File: src/rtl/sr_pkg.sv
package sr_pkg;
  localparam int BYTE_BITS = 8;
  localparam int BIT_CNT_W = $clog2(BYTE_BITS);
  localparam int BP_W = 4;

  localparam logic [BYTE_BITS-1:0] OP_WREN = 8'h06;
  localparam logic [BYTE_BITS-1:0] OP_WRDI = 8'h04;
  localparam logic [BYTE_BITS-1:0] OP_RDSR = 8'h05;
  localparam logic [BYTE_BITS-1:0] OP_WRSR = 8'h01;

  typedef struct packed {
    logic setWel;
    logic clrWel;
    logic commit;
  } sr_strobe_t;
endpackage

File: src/rtl/sr_ctrl.sv
module sr_ctrl
  import sr_pkg::*;
(
  input  logic                 clk,
  input  logic                 rstN,
  input  logic                 sclk,
  input  logic                 csN,
  input  logic                 mosi,
  output logic                 miso,
  input  logic [BYTE_BITS-1:0] status,
  input  logic                 wel,
  input  logic                 wip,
  input  logic                 hwProtect,
  output sr_strobe_t           strobe,
  output logic                 wrSrwd,
  output logic [BP_W-1:0]      wrBp
);
  logic [2:0] sclkS;
  logic [1:0] csS;
  logic [1:0] mosiS;
  logic       csActPrev;

  always_ff @(posedge clk or negedge rstN) begin
    if (!rstN) begin
      sclkS     <= '0;
      csS       <= '1;
      mosiS     <= '0;
      csActPrev <= 1'b0;
    end else begin
      sclkS     <= {sclkS[1:0], sclk};
      csS       <= {csS[0], csN};
      mosiS     <= {mosiS[0], mosi};
      csActPrev <= ~csS[1];
    end
  end

  logic sclkRise, sclkFall, csActive, frameStart, frameEnd;
  assign sclkRise   = sclkS[1] & ~sclkS[2];
  assign sclkFall   = ~sclkS[1] & sclkS[2];
  assign csActive   = ~csS[1];
  assign frameStart = csActive & ~csActPrev;
  assign frameEnd   = ~csActive & csActPrev;

  logic [BYTE_BITS-2:0] shiftIn;
  logic [BYTE_BITS-1:0] newByte;
  logic [BIT_CNT_W-1:0] bitCnt;
  logic [1:0]           byteCnt;
  logic [BYTE_BITS-1:0] opcode;
  logic                 reading, loadPending, misoR;
  logic [BYTE_BITS-2:0] txReg;

  assign newByte = {shiftIn, mosiS[1]};

  always_ff @(posedge clk or negedge rstN) begin
    if (!rstN) begin
      shiftIn     <= '0;
      bitCnt      <= '0;
      byteCnt     <= '0;
      opcode      <= '0;
      wrSrwd      <= 1'b0;
      wrBp        <= '0;
      reading     <= 1'b0;
      loadPending <= 1'b0;
      txReg       <= '0;
      misoR       <= 1'b0;
    end else if (frameStart) begin
      bitCnt      <= '0;
      byteCnt     <= '0;
      reading     <= 1'b0;
      loadPending <= 1'b0;
      misoR       <= 1'b0;
    end else if (frameEnd) begin
      reading     <= 1'b0;
      loadPending <= 1'b0;
      misoR       <= 1'b0;
    end else if (csActive && sclkRise) begin
      shiftIn <= newByte[BYTE_BITS-2:0];
      bitCnt  <= bitCnt + 1'b1;
      if (bitCnt == BIT_CNT_W'(BYTE_BITS - 1)) begin
        if (byteCnt != 2'd3) byteCnt <= byteCnt + 2'd1;
        if (byteCnt == 2'd0) opcode <= newByte;
        if (byteCnt == 2'd1) begin
          wrSrwd <= newByte[7];
          wrBp   <= newByte[5:2];
        end
        if ((byteCnt == 2'd0 && newByte == OP_RDSR) || reading) begin
          reading     <= 1'b1;
          loadPending <= 1'b1;
        end
      end
    end else if (csActive && sclkFall && reading) begin
      if (loadPending) begin
        misoR       <= status[BYTE_BITS-1];
        txReg       <= status[BYTE_BITS-2:0];
        loadPending <= 1'b0;
      end else begin
        misoR <= txReg[BYTE_BITS-2];
        txReg <= {txReg[BYTE_BITS-3:0], 1'b0};
      end
    end
  end

  assign miso = misoR;

  logic aligned, cmdOk;
  assign aligned = (bitCnt == '0);
  assign cmdOk   = frameEnd & ~wip & aligned;

  always_comb begin
    strobe.setWel = cmdOk && byteCnt == 2'd1 && opcode == OP_WREN;
    strobe.clrWel = cmdOk && byteCnt == 2'd1 && opcode == OP_WRDI;
    strobe.commit = cmdOk && byteCnt == 2'd2 && opcode == OP_WRSR
                    && wel && !hwProtect;
  end

  AST_STROBE_ONEHOT: assert property (@(posedge clk) disable iff (!rstN)
    $onehot0({strobe.setWel, strobe.clrWel, strobe.commit}));
  AST_BUSY_IGNORES_CMDS: assert property (@(posedge clk) disable iff (!rstN)
    wip |-> !strobe.setWel && !strobe.clrWel && !strobe.commit);
  AST_MISO_IDLE_LOW: assert property (@(posedge clk) disable iff (!rstN)
    (!csActive && !csActPrev) |-> !miso);
endmodule

File: src/rtl/sr_datapath.sv
module sr_datapath
  import sr_pkg::*;
#(
  parameter int BUSY_CYCLES = 64,
  parameter logic [7:0] NV_INIT = 8'h00
) (
  input  logic                 clk,
  input  logic                 rstN,
  input  logic                 wpN,
  input  sr_strobe_t           strobe,
  input  logic                 wrSrwd,
  input  logic [BP_W-1:0]      wrBp,
  output logic [BYTE_BITS-1:0] status,
  output logic                 wel,
  output logic                 wip,
  output logic                 hwProtect,
  output logic [BP_W-1:0]      blockProtect
);
  localparam int CNT_W = $clog2(BUSY_CYCLES + 1);

  logic [1:0]      wpS;
  logic            srwd, pendSrwd;
  logic [BP_W-1:0] bp, pendBp;
  logic [CNT_W-1:0] busyCnt;

  always_ff @(posedge clk or negedge rstN) begin
    if (!rstN) wpS <= '1;
    else       wpS <= {wpS[0], wpN};
  end

  assign hwProtect = srwd & ~wpS[1];

  always_ff @(posedge clk or negedge rstN) begin
    if (!rstN) begin
      srwd     <= NV_INIT[7];
      bp       <= NV_INIT[5:2];
      pendSrwd <= 1'b0;
      pendBp   <= '0;
      wel      <= 1'b0;
      wip      <= 1'b0;
      busyCnt  <= '0;
    end else begin
      if (strobe.setWel) wel <= 1'b1;
      if (strobe.clrWel) wel <= 1'b0;
      if (strobe.commit) begin
        wip      <= 1'b1;
        busyCnt  <= CNT_W'(BUSY_CYCLES - 1);
        pendSrwd <= wrSrwd;
        pendBp   <= wrBp;
      end else if (wip) begin
        if (busyCnt == '0) begin
          wip  <= 1'b0;
          wel  <= 1'b0;
          srwd <= pendSrwd;
          bp   <= pendBp;
        end else begin
          busyCnt <= busyCnt - 1'b1;
        end
      end
    end
  end

  assign status       = {srwd, 1'b0, bp, wel, wip};
  assign blockProtect = bp;

  AST_COMMIT_GUARDED: assert property (@(posedge clk) disable iff (!rstN)
    strobe.commit |-> wel && !hwProtect && !wip);
  AST_BUSY_FROM_COMMIT: assert property (@(posedge clk) disable iff (!rstN)
    $rose(wip) |-> $past(strobe.commit));
  AST_BUSY_END_CLEARS_WEL: assert property (@(posedge clk) disable iff (!rstN)
    $fell(wip) |-> !wel);
  AST_PROT_ONLY_AT_END: assert property (@(posedge clk) disable iff (!rstN)
    !$past(wip) |-> $stable(srwd) && $stable(bp));
endmodule

File: src/rtl/spi_status_reg_ctrl.sv
module spi_status_reg_ctrl
  import sr_pkg::*;
#(
  parameter int BUSY_CYCLES = 64,
  parameter logic [7:0] NV_INIT = 8'h00
) (
  input  logic            clk,
  input  logic            rstN,
  input  logic            spiSclk,
  input  logic            spiCsN,
  input  logic            spiMosi,
  output logic            spiMiso,
  input  logic            wpN,
  output logic [BP_W-1:0] blockProtect
);
  sr_strobe_t           strobe;
  logic [BYTE_BITS-1:0] status;
  logic                 wel, wip, hwProtect, wrSrwd;
  logic [BP_W-1:0]      wrBp;

  sr_ctrl u_ctrl (
    .clk(clk), .rstN(rstN), .sclk(spiSclk), .csN(spiCsN), .mosi(spiMosi),
    .miso(spiMiso), .status(status), .wel(wel), .wip(wip),
    .hwProtect(hwProtect), .strobe(strobe), .wrSrwd(wrSrwd), .wrBp(wrBp)
  );

  sr_datapath #(.BUSY_CYCLES(BUSY_CYCLES), .NV_INIT(NV_INIT)) u_dp (
    .clk(clk), .rstN(rstN), .wpN(wpN), .strobe(strobe), .wrSrwd(wrSrwd),
    .wrBp(wrBp), .status(status), .wel(wel), .wip(wip),
    .hwProtect(hwProtect), .blockProtect(blockProtect)
  );
endmodule

File: config.mk
export PLATFORM = sky130hd
export DESIGN_NAME = spi_status_reg_ctrl
export DESIGN_NICKNAME = d
export VERILOG_FILES = /design/src/rtl/sr_pkg.sv /design/src/rtl/sr_ctrl.sv /design/src/rtl/sr_datapath.sv /design/src/rtl/spi_status_reg_ctrl.sv
export SDC_FILE = /design/constraint.sdc
export NUM_CORES = 1
export LEC_CHECK = 0
export BUFFER_PORTS_ARGS = -buffer_cell sky130_fd_sc_hd__buf_2
export CAP_MARGIN = 5
export CORE_ASPECT_RATIO = 0.8
export CORE_MARGIN = 4
export CORE_UTILIZATION = 30
export DETAILED_ROUTE_END_ITERATION = 7
export SKIP_CTS_REPAIR_TIMING = 1
export SYNTH_ARGS = -nofsm -noshare
export SYNTH_HDL_FRONTEND = slang
export SYNTH_SLANG_ARGS = --single-unit
File: constraint.sdc
create_clock -name clk -period 2.15 [get_ports clk]
set_input_delay 0.3225 -clock clk [delete_from_list [all_inputs] [get_ports clk]]
set_output_delay 0.3225 -clock clk [all_outputs]
set_load 0.005 [all_outputs]
# Word-level counts from Yosys, hierarchy flattened
# Cells that the tools add are included.
# classes
n_reduce_logical,36
n_bitwise,17
n_addsub,3
n_mux,34
n_eq_ne,13
# ops
operator,count
2-to-1 mux 7 bit,4
== test 8 x 3 -> 1 bit (second input constant),3
2-to-1 mux 1 bit,22
AND reduction 3 bit,4
nonzero test 3 bit,4
logical AND 1 bit,11
2-to-1 mux 2 bit,5
inverter 1 bit,10
AND reduction 5 bit,2
2-to-1 mux 3 bit,3
== test 8 x 1 -> 1 bit (second input constant),1
inequality test 4 x 2 -> 1 bit (second input constant),2
AND reduction 4 bit,2
nonzero test 2 bit,4
AND 1 bit,7
zero test 7 bit,1
subtractor 7 x 1 -> 7 bit (second input constant),1
AND reduction 2 bit,3
inequality test 2 bit (second input constant),2
nonzero test 4 bit,1
adder 3 x 1 -> 3 bit (second input constant),1
== test 3 bit (second input constant),1
zero test 3 bit,1
inequality test 3 x 1 -> 1 bit (second input constant),1
7 further kinds,7
# totals
in_bits,6
ff_bits,64
wordCells,125
out_inout_bits,5

# Longest topological paths before layout
# depth
ltp_word,10
ltp_mapped,7
mapped_depth_nobuf,6

# By module
# A second synthesis with hierarchy kept.
# hier_totals
cells_unflattened,232
hier_area_um2,2914.0
# by_module_without_submodules
mod,instances,cells_per_inst,seq_area_each_um2,area_each_um2
sr_ctrl,1,153,1078.5,1941.9
sr_datapath,1,79,528.0,972.2

# Worst setup path before layout
# No wires, ideal clock.
# synth_path
kind,reg2reg
from,reg u_ctrl.csS[1]
to,reg u_dp.pendBp[0]
setup_slack_ns,-0.119
arrival_time_ns,2.144
path_stages_with_launch,8
path_buffers,2
required_time_ns,2.025
setup_ns,0.125
period_less_slack_ns,2.269
path_cell_list,dfstp_2 -> ha_1 -> buf_6 -> nor4b_4 -> nand4_2 -> or4_1 -> buf_6 -> mux2_4
# synth_between
elab_chain_len,7
# synth_rtl
element,line,text
start: declaration,sr_ctrl.sv:19,logic [1:0] csS;
start signal: assignment,sr_ctrl.sv:31,"csS <= {csS[0], csN};"
AND 1 bit,sr_ctrl.sv:42,assign frameEnd = ~csActive & csActPrev;
AND 1 bit (2 in a row),sr_ctrl.sv:107,assign cmdOk = frameEnd & ~wip & aligned;
logical AND 1 bit (2 in a row),sr_ctrl.sv:112,strobe.commit = cmdOk && byteCnt == 2'd2 && opcode == OP_WRSR
logical AND 1 bit (2 in a row),sr_ctrl.sv:113,&& wel && !hwProtect;
end signal: assignment,sr_datapath.sv:49,pendBp <= wrBp;
end: declaration,sr_datapath.sv:23,"logic [BP_W-1:0] bp, pendBp;"
# No other way between the ends.
# A chain may end at the register's enable or synchronous reset.

# Final worst setup path
# layout_path
from,reg u_ctrl.csS[1]
to,reg u_dp.pendBp[2]
# Same word-level chain as after synthesis.

==> flow_summary.ini <==
[timing]
slew_violations = 0
rsz0062_at_grt = no
skew_ns = 0.00910
worst_slew_pin_slew_ns = 0.437
setup_tns_ns = 0
holdWs_ns = 0.00834
finalCritPeriodShare_pct = 93.3
timing.final.crit_period_ns = 2.01
finalSetupViolCount = 0
relSlewSlack_pct = 70.8
hold_viol = 0
fmax_mhz = 498

[floorplanning]
rows = 31
core_um2 = 9150
start_util_pct = 31.0
die_x_um = 117
dieArea_um2 = 11100
num_io_pins = 11
die_height_um = 95.0

[yosys]
synth_nets = 240
postSynthCellCount = 223
synth_top_area_share_pct = 52.9
syn_area_um2 = 2840
yosys-top-cells-count = dfrtp_1 (60), mux2_2 (27), nand2_1 (20)
synth_most_common_cell = dfrtp_1
ys_seq_area_share_pct = 56.6
synth_top_area_cell = dfrtp_1
synth-edff-count = 0
synth_flop_cell = dfrtp_1
syn_avg_cell_area_um2 = 12.7
ys_seq_elements = 64
synth.distinct_cells = 45
ys_warn_count = 0
async_flop_share_pct = 100
ys_top_cells_by_area = dfrtp_1 (53%), mux2_2 (11%), ha_1 (4.8%)

[cells_and_area]
utilization_pct = 37.2
fin_area_um2 = 3410
area_growth_pct = 20.0
ff_latch_area_um2 = 1610
layout.nets = 265
n_antenna_cell = 0
multi_input_area_um2 = 1160
nFillCells = 907
final_layout_size_suffix_gt1_share_pct = 30.4

[placed_design]
place.gp.congestion = 0.754
dpl.hpwl_mm = 3.71
placed_area_um2 = 3080
portBuffers = 10

[setup_path]
critPathLaunchType = flop
cp_cell_sequence = ha_1 > nor4b_4 > nand4_2 > or4_4 > mux2_4
end_kind = flop
crit_required_ns = 2.36
arrival_ns = 2.22
cpPeakStageDelay_ns = 0.53
slowest_stage = dfstp_2
r2r_start = u_ctrl.csS[1]$_DFF_PN1_
reg2reg_to = u_dp.pendBp[2]$_DFFE_PN0P_
path_class = reg2reg
r2r_slack_ns = 0.14
reg2reg_depth = 5
path_max_fanout = 4

[power_and_ir_drop]
leakage_uw = 0.00162
power_uw = 3080
powerDensity_nw_per_um2 = 903
peakVddDrop_v = 0.000358

[cts]
cts-root-buf = clkbuf_16
clockBufferDepth = 2
htreeDepth = 3
cts-buffers-inserted = 9
clock-sinks = 64
clk_pin_slew_ns = 0.05
clk_latency_ns = 0.33
cts_tree = done

[route]
drc = 0
routed_wl_mm = 5.27
wl_per_cell_um = 14.3
first_iter_violations = 100
drt_pass1_iterations = 4
vias_per_cell = 4.75
drtAntennaViolNets = 0
vias = 1749

[flow_run]
maxCapViolations = 0

[global_routing]
grt-ovfl-total = 0
antenna_found_initial = 0
grt_first_pass_wirelength_mm = 9.07
grt_pass1_vias = 1762
grt_usage_pct = 10.9
grt_max_degree = 65

[min_path]
hold_path_class = in2async

[run_status]
run_status = completed
==> power by group <==
part	internal [µW]	switching, µW	total [µW]
combinational	86.6	83.2	170
sequential	1270	67.9	1340
clock	1080	493	1570
==> layer usage <==
| layer | wire length (µm) | vias up | global-route usage, % |
|---|---|---|---|
| li1 | - | 852 | - |
| met1 | 2790 | 867 | 15.8 |
| met2 | 2180 | 22 | 14.2 |
| met3 | 226 | 8 | 4.95 |
| met4 | 75 | 0 | 3.72 |
| met5 | 0 | - | 0 |
==> registers in the layout, indices dropped and copies added (netlist names), 3 cells and up <==
name / flops
u_ctrl.shiftIn: 7
u_ctrl.wrBp: 4
u_dp.blockProtect: 4
u_dp.pendBp: 4
u_ctrl.opcode: 8
u_ctrl.bitCnt: 3
u_ctrl.txReg: 7
u_dp.busyCnt: 7
u_ctrl.sclkS: 3
==> worst max-delay path, delay by kind of cell, from the launching register on <==
| kind | cells | cell delay [ns] |
|---|---|---|
| AND/OR/NAND/NOR | 3 | 0.89 |
| flip-flops | 1 | 0.53 |
| multiplexers | 1 | 0.31 |
| adder cells (fa/ha/maj) | 1 | 0.16 |
==> worst max-delay path by stage <==
| stage | from | to | slack, ns | depth (start not counted) |
|---|---|---|---|---|
| finish | u_ctrl.csS[1]$_DFF_PN1_ | u_dp.pendBp[2]$_DFFE_PN0P_ | 0.14 | 5 |
| global route | u_ctrl.csS[1]$_DFF_PN1_ | u_dp.wel$_DFF_PN0_ | 0.05 | 5 |
| CTS | u_ctrl.csS[1]$_DFF_PN1_ | u_dp.pendBp[2]$_DFFE_PN0P_ | 0.05 | 5 |
| detailed placement | u_ctrl.csS[1]$_DFF_PN1_ | u_dp.pendBp[2]$_DFFE_PN0P_ | 0.06 | 5 |
| global placement | u_ctrl.csS[1]$_DFF_PN1_ | u_dp.pendBp[2]$_DFFE_PN0P_ | 0.11 | 5 |
| floorplan | u_ctrl.csS[1]$_DFF_PN1_ | u_dp.pendBp[0]$_DFFE_PN0P_ | 0.02 | 7 |
==> kinds of logic after synthesis <==
logic type / count (synthesis) / synth area share [%]
flip-flops: 64 / 56.6
XOR/XNOR: 1 / 0.308
AO/OA/AOI/OAI: 30 / 6.65
adder cells (fa/ha/maj): 11 / 4.85
AND/OR/NAND/NOR: 64 / 13.8
buffers and inverters: 15 / 2.69
multiplexers: 38 / 15.1
==> cells in the final DEF (no fill, tap or decap), drive strengths merged, types with 2 or more instances in the layout <==
master / n
and2: 2
nor3: 6
mux2: 30
bufinv: 2
clkbuf: 13
or4b: 2
or3: 2
o21a: 2
nand3: 3
mux2i: 8
inv: 9
nor3b: 2
nand2: 20
or4: 3
a21oi: 6
dfrtp: 60
buf: 20
nor4: 3
nor2: 7
o21ai: 13
nand2b: 5
ha: 11
a211o: 3
dfstp: 4
==> per-stage QoR <==
step,setup WS [ns],std cells
global placement,0.111,352
finish,0.144,368
global route,0.0494,368
floorplan,0.0167,223
detailed placement,0.0609,352
CTS,0.0481,368
==> layout make-up <==
type / count / share of cell area [%]
multi-input combinational: 144 / 34.1
inverter: 9 / 0.991
tap: 115 / 4.22
timing repair buffer: 20 / 4.04
sequential: 64 / 47.1
clock inverter: 3 / 1.91
clock buffer: 13 / 7.64
(Power assumes the default switching activity.)
